--- src/rtl/fwd_pkg.sv ---
package fwd_pkg;
  localparam logic [1:0] SEL_RF = 2'b00;
  localparam logic [1:0] SEL_WB = 2'b01;
  localparam logic [1:0] SEL_EX = 2'b10;
  localparam int unsigned NUM_OPND = 2;
endpackage

--- src/rtl/fwd_match.sv ---
module fwd_match
  import fwd_pkg::*;
#(
  parameter int unsigned RW = 5
) (
  input  logic [RW-1:0] src_reg,
  input  logic [RW-1:0] ex_rd,
  input  logic          ex_we,
  input  logic [RW-1:0] wb_rd,
  input  logic          wb_we,
  output logic [1:0]    sel
);
  logic ex_hit;
  logic wb_hit;

  always_comb begin
    ex_hit = ex_we && (ex_rd != '0) && (ex_rd == src_reg);
    wb_hit = wb_we && (wb_rd != '0) && (wb_rd == src_reg);
    if (ex_hit)      sel = SEL_EX;
    else if (wb_hit) sel = SEL_WB;
    else             sel = SEL_RF;
  end

  always_comb begin
    // encoding 11 is never produced
    a_r8_no_sel11: assert (sel != 2'b11) else $error("select 11 produced");
    // a zero destination never forwards
    a_r4_zero_rd: assert (!(sel == SEL_EX && ex_rd == '0) && !(sel == SEL_WB && wb_rd == '0))
      else $error("forward from register zero");
    // non-writing stage never forwards
    a_r5_no_write: assert (!(sel == SEL_EX && !ex_we) && !(sel == SEL_WB && !wb_we))
      else $error("forward from non-writing stage");
  end
endmodule

--- src/rtl/fwd_operand_mux.sv ---
module fwd_operand_mux
  import fwd_pkg::*;
#(
  parameter int unsigned DW = 32
) (
  input  logic [1:0]    sel,
  input  logic [DW-1:0] rf_val,
  input  logic [DW-1:0] wb_val,
  input  logic [DW-1:0] ex_val,
  output logic [DW-1:0] opnd
);
  always_comb begin
    unique case (sel)
      SEL_EX:  opnd = ex_val;
      SEL_WB:  opnd = wb_val;
      default: opnd = rf_val;
    endcase
  end
endmodule

--- src/rtl/fwd_ex_unit.sv ---
module fwd_ex_unit
  import fwd_pkg::*;
#(
  parameter int unsigned RW = 5,
  parameter int unsigned DW = 32
) (
  input  logic [RW-1:0] id_rs,
  input  logic [RW-1:0] id_rt,
  input  logic [RW-1:0] exm_rd,
  input  logic          exm_we,
  input  logic [RW-1:0] mwb_rd,
  input  logic          mwb_we,
  input  logic [DW-1:0] rf_rs_data,
  input  logic [DW-1:0] rf_rt_data,
  input  logic [DW-1:0] exm_alu,
  input  logic [DW-1:0] mwb_wdata,
  output logic [1:0]    fwd_a,
  output logic [1:0]    fwd_b,
  output logic [DW-1:0] opnd_a,
  output logic [DW-1:0] opnd_b
);
  logic [RW-1:0] src   [NUM_OPND];
  logic [DW-1:0] rfv   [NUM_OPND];
  logic [1:0]    sel   [NUM_OPND];
  logic [DW-1:0] res   [NUM_OPND];

  assign src[0] = id_rs;
  assign src[1] = id_rt;
  assign rfv[0] = rf_rs_data;
  assign rfv[1] = rf_rt_data;

  for (genvar g = 0; g < NUM_OPND; g++) begin : g_opnd
    fwd_match #(.RW(RW)) match_i (
      .src_reg (src[g]),
      .ex_rd   (exm_rd),
      .ex_we   (exm_we),
      .wb_rd   (mwb_rd),
      .wb_we   (mwb_we),
      .sel     (sel[g])
    );
    fwd_operand_mux #(.DW(DW)) mux_i (
      .sel     (sel[g]),
      .rf_val  (rfv[g]),
      .wb_val  (mwb_wdata),
      .ex_val  (exm_alu),
      .opnd    (res[g])
    );
  end

  assign fwd_a  = sel[0];
  assign fwd_b  = sel[1];
  assign opnd_a = res[0];
  assign opnd_b = res[1];

  always_comb begin
    // younger producer wins when both stages match operand A
    a_r3_ex_priority: assert (!(exm_we && exm_rd != '0 && exm_rd == id_rs) || fwd_a == SEL_EX)
      else $error("EX/MEM priority lost on A");
    // EX select delivers the ALU result
    a_r1_ex_value: assert (fwd_b != SEL_EX || opnd_b == exm_alu)
      else $error("EX select gave wrong value on B");
    // WB select delivers the writeback value
    a_r2_wb_value: assert (fwd_a != SEL_WB || opnd_a == mwb_wdata)
      else $error("WB select gave wrong value on A");
    // no forward keeps the register-file value
    a_r6_rf_value: assert (fwd_a != SEL_RF || opnd_a == rf_rs_data)
      else $error("RF select gave wrong value on A");
  end
endmodule

--- config.mk ---
export PLATFORM = sky130hd
export DESIGN_NAME = fwd_ex_unit
export DESIGN_NICKNAME = d
export VERILOG_FILES = /design/src/rtl/fwd_pkg.sv /design/src/rtl/fwd_match.sv /design/src/rtl/fwd_operand_mux.sv /design/src/rtl/fwd_ex_unit.sv
export SDC_FILE = /design/constraint.sdc
export NUM_CORES = 1
export LEC_CHECK = 0
export BUFFER_PORTS_ARGS = -buffer_cell sky130_fd_sc_hd__buf_2
export CORE_MARGIN = 8
export CORE_UTILIZATION = 38
export DETAILED_ROUTE_END_ITERATION = 10
export PLACE_DENSITY_LB_ADDON = 0.12
export SYNTH_ARGS = -nofsm -noshare
export SYNTH_HDL_FRONTEND = slang
export SYNTH_SLANG_ARGS = --single-unit
export TNS_END_PERCENT = 20
--- constraint.sdc ---
create_clock -name vclk -period 1.93
set_input_delay 0.0965 -clock vclk [all_inputs]
set_output_delay 0.0965 -clock vclk [all_outputs]
set_load 0.02 [all_outputs]
==> impl_metrics.yaml, run 1 <==
drt:
  drc: 0
  via_per_inst: 6.64
  wl_per_cell_um: 20.7
  antenna_left: 0
  vias: 4157
  wl_um: 12900
  drt_iter0_drc: 491
  drt_first_pass_iters: 5
worst_setup_path:
  arrival_ns: 1.78
  critPathTopFamily: "buffers and inverters"
  cp-start-kind: "input port"
  slowest_delay_ns: 0.55
  cp-end-kind: "output pin"
  path_cells: "buf_2 -> or4_4 -> o21ai_4 -> buf_12 -> buf_8 -> o31ai_1 -> a31oi_1 -> buf_2"
  critPathBufInv: 4
  required_ns: 1.83
  worstPathMaxFanout: 19
  slowest_stage: "or4_4"
  cpMostUsedCell: "buf_2"
  worstSetupPathType: "input port to output pin"
die:
  die_w_um: 92.3
  die-area_um2: 8520
  coreArea_um2: 5780
  floorplan.rows: 28
  die_h_um: 92.3
  initial_core_util_pct: 38.3
  io_pins: 218
power:
  combinationalPowerShare_pct: 100.0
  total_power_mw: 1.03
  switching_share_pct: 63.2
  peakVddDrop_mv: 0.218
  p_sw_mw: 0.652
  internal_power_mw: 0.380
  leakage_nw: 1.41
  p_seq_share_pct: 0
  p_clk_share_pct: 0
  powerDensity_nw_per_um2: 294
timing:
  worst_slew_pin_slew_ns: 0.387
  fin_tns_setup_ns: 0
  fin_crit_sh_pct: 97.4
  period_needed_ns: 1.88
  clock.fmax_ghz: 0.532
  setup_viol: 0
  whs_ns: 0.565
  slew_violations: 0
  maxSlewHeadroom_pct: 74.2
  hold_violations: 0
global_route:
  grt_max_degree: 39
  grt_pass1_wl_um: 19900
  grtUsageTotal_pct: 27.2
  grt_pass1_vias: 4001
  grt_antenna_before_repair: 0
  overflow: 0
synth:
  yosys-top-cells-area: "o31ai_1, nand4_1, a31oi_1"
  synth_area_leader_cell: "o31ai_1"
  synth_cells: 362
  synth_area_um2: 2210
  ys_seq_area_share_pct: 0
  synth_top_area_share_pct: 21.7
  yosys_warnings: 0
  syn-num-nets: 512
  ys_types: 21
  synth.avg_cell_area_um2: 6.11
final_layout:
  drive_above_1_share_pct: 49.0
  register_area_um2: 0
  nNetsFinal: 703
  finalNonFillerCells: 626
  numSequentialCells: 0
  nClkBuffers: 0
  n_antenna_cell: 0
  area_growth_pct: 58.3
placed_design:
  place_congestion: 0.911
  io_buffers: 218
  dp.cells: 623
  hpwlAfterDp_um: 9780
min_path:
  min_path_type: "input port to output pin"
outcome:
  outcome: "complete, no violations"
run:
  cap_violations: 0
cts:
  ctsHoldBuffers: 0
[worst paths after layout]
check,startpoint,endpoint,slack (ns),cells after the start
hold / removal,rf_rt_data[19],opnd_b[19],0.57,4
setup / recovery,mwb_rd[0],opnd_a[4],0.05,8
[timing repair]
item	in CTS	in global routing
gates resized for setup	0	15
setup buffers	0	2
setup endpoints to repair	0	48
[power groups by stage]
stage | sequential [mW] | clock, mW | combinational, mW
global route | 0 | 0 | 1.10
detailed placement | 0 | 0 | 0.983
global placement | 0 | 0 | 0.978
CTS | 0 | 0 | 0.986
finish | 0 | 0 | 1.03
floorplan | 0 | 0 | 0.542
[logic make-up after synthesis]
group | count (synthesis) | synth area share [%]
and+or+nand+nor | 144 | 37.6
buffers and inverters | 66 | 13.0
AOI/OAI and AO/OA | 132 | 41.5
xor gates and xnor gates | 20 | 7.91
[final cells by class]
cell class | instances | area, µm²
fill | 579 | 2280
inverter | 2 | 7.51
multi-input combinational | 296 | 1960
tap | 75 | 93.8
timing repair buffer | 253 | 1440
[synth_stat cells]
cell and number:
xnor2_1 10, buf_4 6, nor4_2 2, or4_1 1
buf_1 2, o21a_1 1, a31oi_1 64, or3_1 2
clkbuf_1 42, inv_2 2, o211ai_2 2, o31ai_1 64
nor2_1 2, buf_2 14, nand4_1 66, or2_1 2
or2_2 2, or4_4 1, xor2_1 10, nor3_1 66
o21ai_1 1
[per-stage QoR]
stage / util [%] / cell area (µm²) / worst slack (ns)
2_1_floorplan: - / 2210 / 0.168
4_1_cts: 58.8 / 3400 / 0.0308
5_1_grt: 60.6 / 3500 / -0.00221
6_report: 60.6 / 3500 / 0.0510
3_5_place_dp: 58.8 / 3400 / 0.0281
3_3_place_gp: 58.8 / 3400 / 0.0262
[layer usage]
layer  global-route usage, %  vias up  share of wire (%)
met5                       0        -                  0
met4                    8.32        0                2.9
met3                    5.58       37                 12
met2                    45.3      353                 48
met1                    34.1     1888                 37
li1                        -     1879                  -
[cell usage in the layout (no fill, tap or decap)]
cell type,n
o21a_2,1
or2_2,2
nand4_1,66
clkbuf_16,1
nor4_2,2
xor2_1,10
or3_1,2
o211ai_2,2
a31oi_1,64
buf_12,2
buf_2,217
o21ai_4,1
nor2_2,2
or4_4,2
o31ai_1,64
inv_2,2
nor3_1,64
buf_4,26
or2_4,1
nor3_2,2
buf_8,5
xnor2_1,10
buf_6,2
or2_1,1
Note: power is estimated with default switching activity, not from simulation.
==> run 2: changes to the inputs <==
--- a/config.mk
+++ b/config.mk
@@ -5,9 +5,10 @@
 export SDC_FILE = /design/constraint.sdc
 export NUM_CORES = 1
 export LEC_CHECK = 0
+export ABC_AREA = 1
 export BUFFER_PORTS_ARGS = -buffer_cell sky130_fd_sc_hd__buf_2
 export CORE_MARGIN = 8
-export CORE_UTILIZATION = 38
+export CORE_UTILIZATION = 37
 export DETAILED_ROUTE_END_ITERATION = 10
 export PLACE_DENSITY_LB_ADDON = 0.12
 export SYNTH_ARGS = -nofsm -noshare
==> impl_metrics.yaml, run 2 <==
timing:
  clock.fmax_ghz: 0.641
  fin_crit_sh_pct: 80.8
  rsz0062_at_grt: "false"
  fin_tns_setup_ns: 0
  maxSlewHeadroom_pct: 77.0
  hold_violations: 0
  setup_viol: 0
  slew_violations: 0
  period_needed_ns: 1.56
  worst_slew_pin_slew_ns: 0.346
power:
  peakVddDrop_mv: 0.114
  p_clk_share_pct: 0
  internal_power_mw: 0.284
  p_seq_share_pct: 0
  powerDensity_nw_per_um2: 223
  switching_share_pct: 58.6
  p_sw_mw: 0.403
  combinationalPowerShare_pct: 100.0
  leakage_nw: 1.78
cts:
  postCtsSetupBuffers: 0
  cts_resized: 0
  ctsHoldBuffers: 0
die:
  coreArea_um2: 5440
  initial_core_util_pct: 37.9
  die_h_um: 90.7
  die-area_um2: 8220
  die_w_um: 90.7
  io_pins: 218
  floorplan.rows: 27
synth:
  ys_seq_area_share_pct: 0
  synth_area_um2: 2060
  yosysMostFrequentCell: "nand3_1"
  synth-simple-area-share_pct: 76.6
  synth.avg_cell_area_um2: 5.30
  syn-num-nets: 539
  synth_top_area_share_pct: 45.4
  yosys-top-cells-area: "nand3_1, nand2_1, buf_6"
  synth_common_cells: "nand3_1, nand2_1, buf_6"
  synth_adder_area_share_pct: 0
  ys_types: 18
  synth_cells: 389
  synthXorXnorAreaFrac_pct: 5.10
  synthMuxAreaShare_pct: 0
  synth-compound-area-share_pct: 0
  synth_top_family_by_area: "simple AND/OR/NAND/NOR gates"
  yosys_warnings: 0
  synth_area_leader_cell: "nand3_1"
global_route:
  grt_antenna_before_repair: 1
  grt_max_degree: 33
  grtUsageTotal_pct: 23.1
  overflow: 0
  grt_pass1_vias: 3392
  grt_pass1_wl_um: 16500
run:
  cap_violations: 0
final_layout:
  fin_area_um2: 3080
  area_growth_pct: 49.2
  nNetsFinal: 739
  finalNonFillerCells: 659
  numSequentialCells: 0
  multi_input_area_um2: 1690
  nClkBuffers: 0
  num-fill-cells: 596
  drive_above_1_share_pct: 43.6
  register_area_um2: 0
  n_antenna_cell: 0
  layout_common_cells: "buf_2, nand3_1, nand2_1"
  mostFrequentLayoutCell: "buf_2"
worst_setup_path:
  critPathTopFamily: "simple AND/OR/NAND/NOR gates"
  critPathBufInv: 4
  startpoint: "mwb_rd[1]"
  cp-start-kind: "input port"
  path_cells: "buf_2 -> inv_2 -> nand2_1 -> nand2_1 -> nor2_2 -> nand3_2 -> nor2_4 -> buf_12 -> nand3_1 -> nand3_1 -> buf_2"
  cp.depth: 11
  endpoint: "opnd_b[31]"
  worstSetupPathType: "input port to output pin"
  worstPathMaxFanout: 23
  cp-end-kind: "output pin"
  arrival_ns: 1.46
  required_ns: 1.83
  slowest_stage: "nor2_4"
  slowest_delay_ns: 0.27
placed_design:
  place_area_um2: 3080
  place_congestion: 0.829
  io_buffers: 218
  dp.cells: 659
  hpwlAfterDp_um: 8400
drt:
  wl_um: 10400
  antenna_left: 0
  drt_iter0_drc: 187
  via_per_inst: 5.26
  wl_per_cell_um: 15.7
  drt_first_pass_iters: 6
  drc: 0
  vias: 3467
min_path:
  min_path_type: "input port to output pin"
outcome:
  outcome: "complete, no violations"
run 2: cell types whose count changed in the layout (fill, tap and decap cells not counted), sizes merged, moves of 20 or more:
| cell | change |
|---|---|
| a31oi | -64 |
| nand2 | +106 |
| o31ai | -64 |
| buf | -20 |
| nand3 | +199 |
| nand4 | -66 |
| nor3 | -66 |
run 2: cell families after synthesis:
family,after synthesis
XOR/XNOR,12
buffers and inverters,51
AND/OR/NAND/NOR,326
run 2: power by group through the flow:
stage	Sequential (mW)	Clock [mW]	Combinational [mW]
floorplan	0	0	0.367
detailed placement	0	0	0.687
CTS	0	0	0.690
global placement	0	0	0.683
global route	0	0	0.750
finish	0	0	0.687
run 2: routing by layer:
| metal | global-route usage [%] | vias to the layer above | routed length (µm) |
|---|---|---|---|
| met5 | 0 | - | 13 |
| met4 | 5.83 | 2 | 250 |
| met3 | 6.07 | 24 | 1170 |
| met2 | 40.2 | 227 | 4890 |
| met1 | 27.0 | 1498 | 4040 |
| li1 | - | 1716 | - |
run 2: cell type report:
cell class	count	area share, %
inverter	17	2.07
multi-input combinational	338	54.9
tap	72	2.93
timing repair buffer	232	40.1
run 2: worst min path at each step:
stage	cells past startpoint	to	slack, ns	from
after floorplan	2	opnd_a[0]	0.40	exm_alu[0]
after global placement	4	opnd_a[25]	0.54	exm_alu[25]
after detailed placement	4	opnd_b[19]	0.54	exm_alu[19]
after CTS	4	opnd_b[19]	0.54	exm_alu[19]
after global routing	4	opnd_a[25]	0.56	exm_alu[25]
final	4	opnd_b[19]	0.54	exm_alu[19]
run 2: metrics by stage:
step                      util, %  setup WS (ns)  total power [mW]  hold slack (ns)
after floorplan                 -          0.734             0.367            0.402
after global placement       56.6          0.385             0.683            0.545
after detailed placement     56.6          0.371             0.687            0.542
after CTS                    56.6          0.367             0.690            0.544
after global routing         56.6          0.242             0.750            0.562
final                        56.6          0.371             0.687            0.541
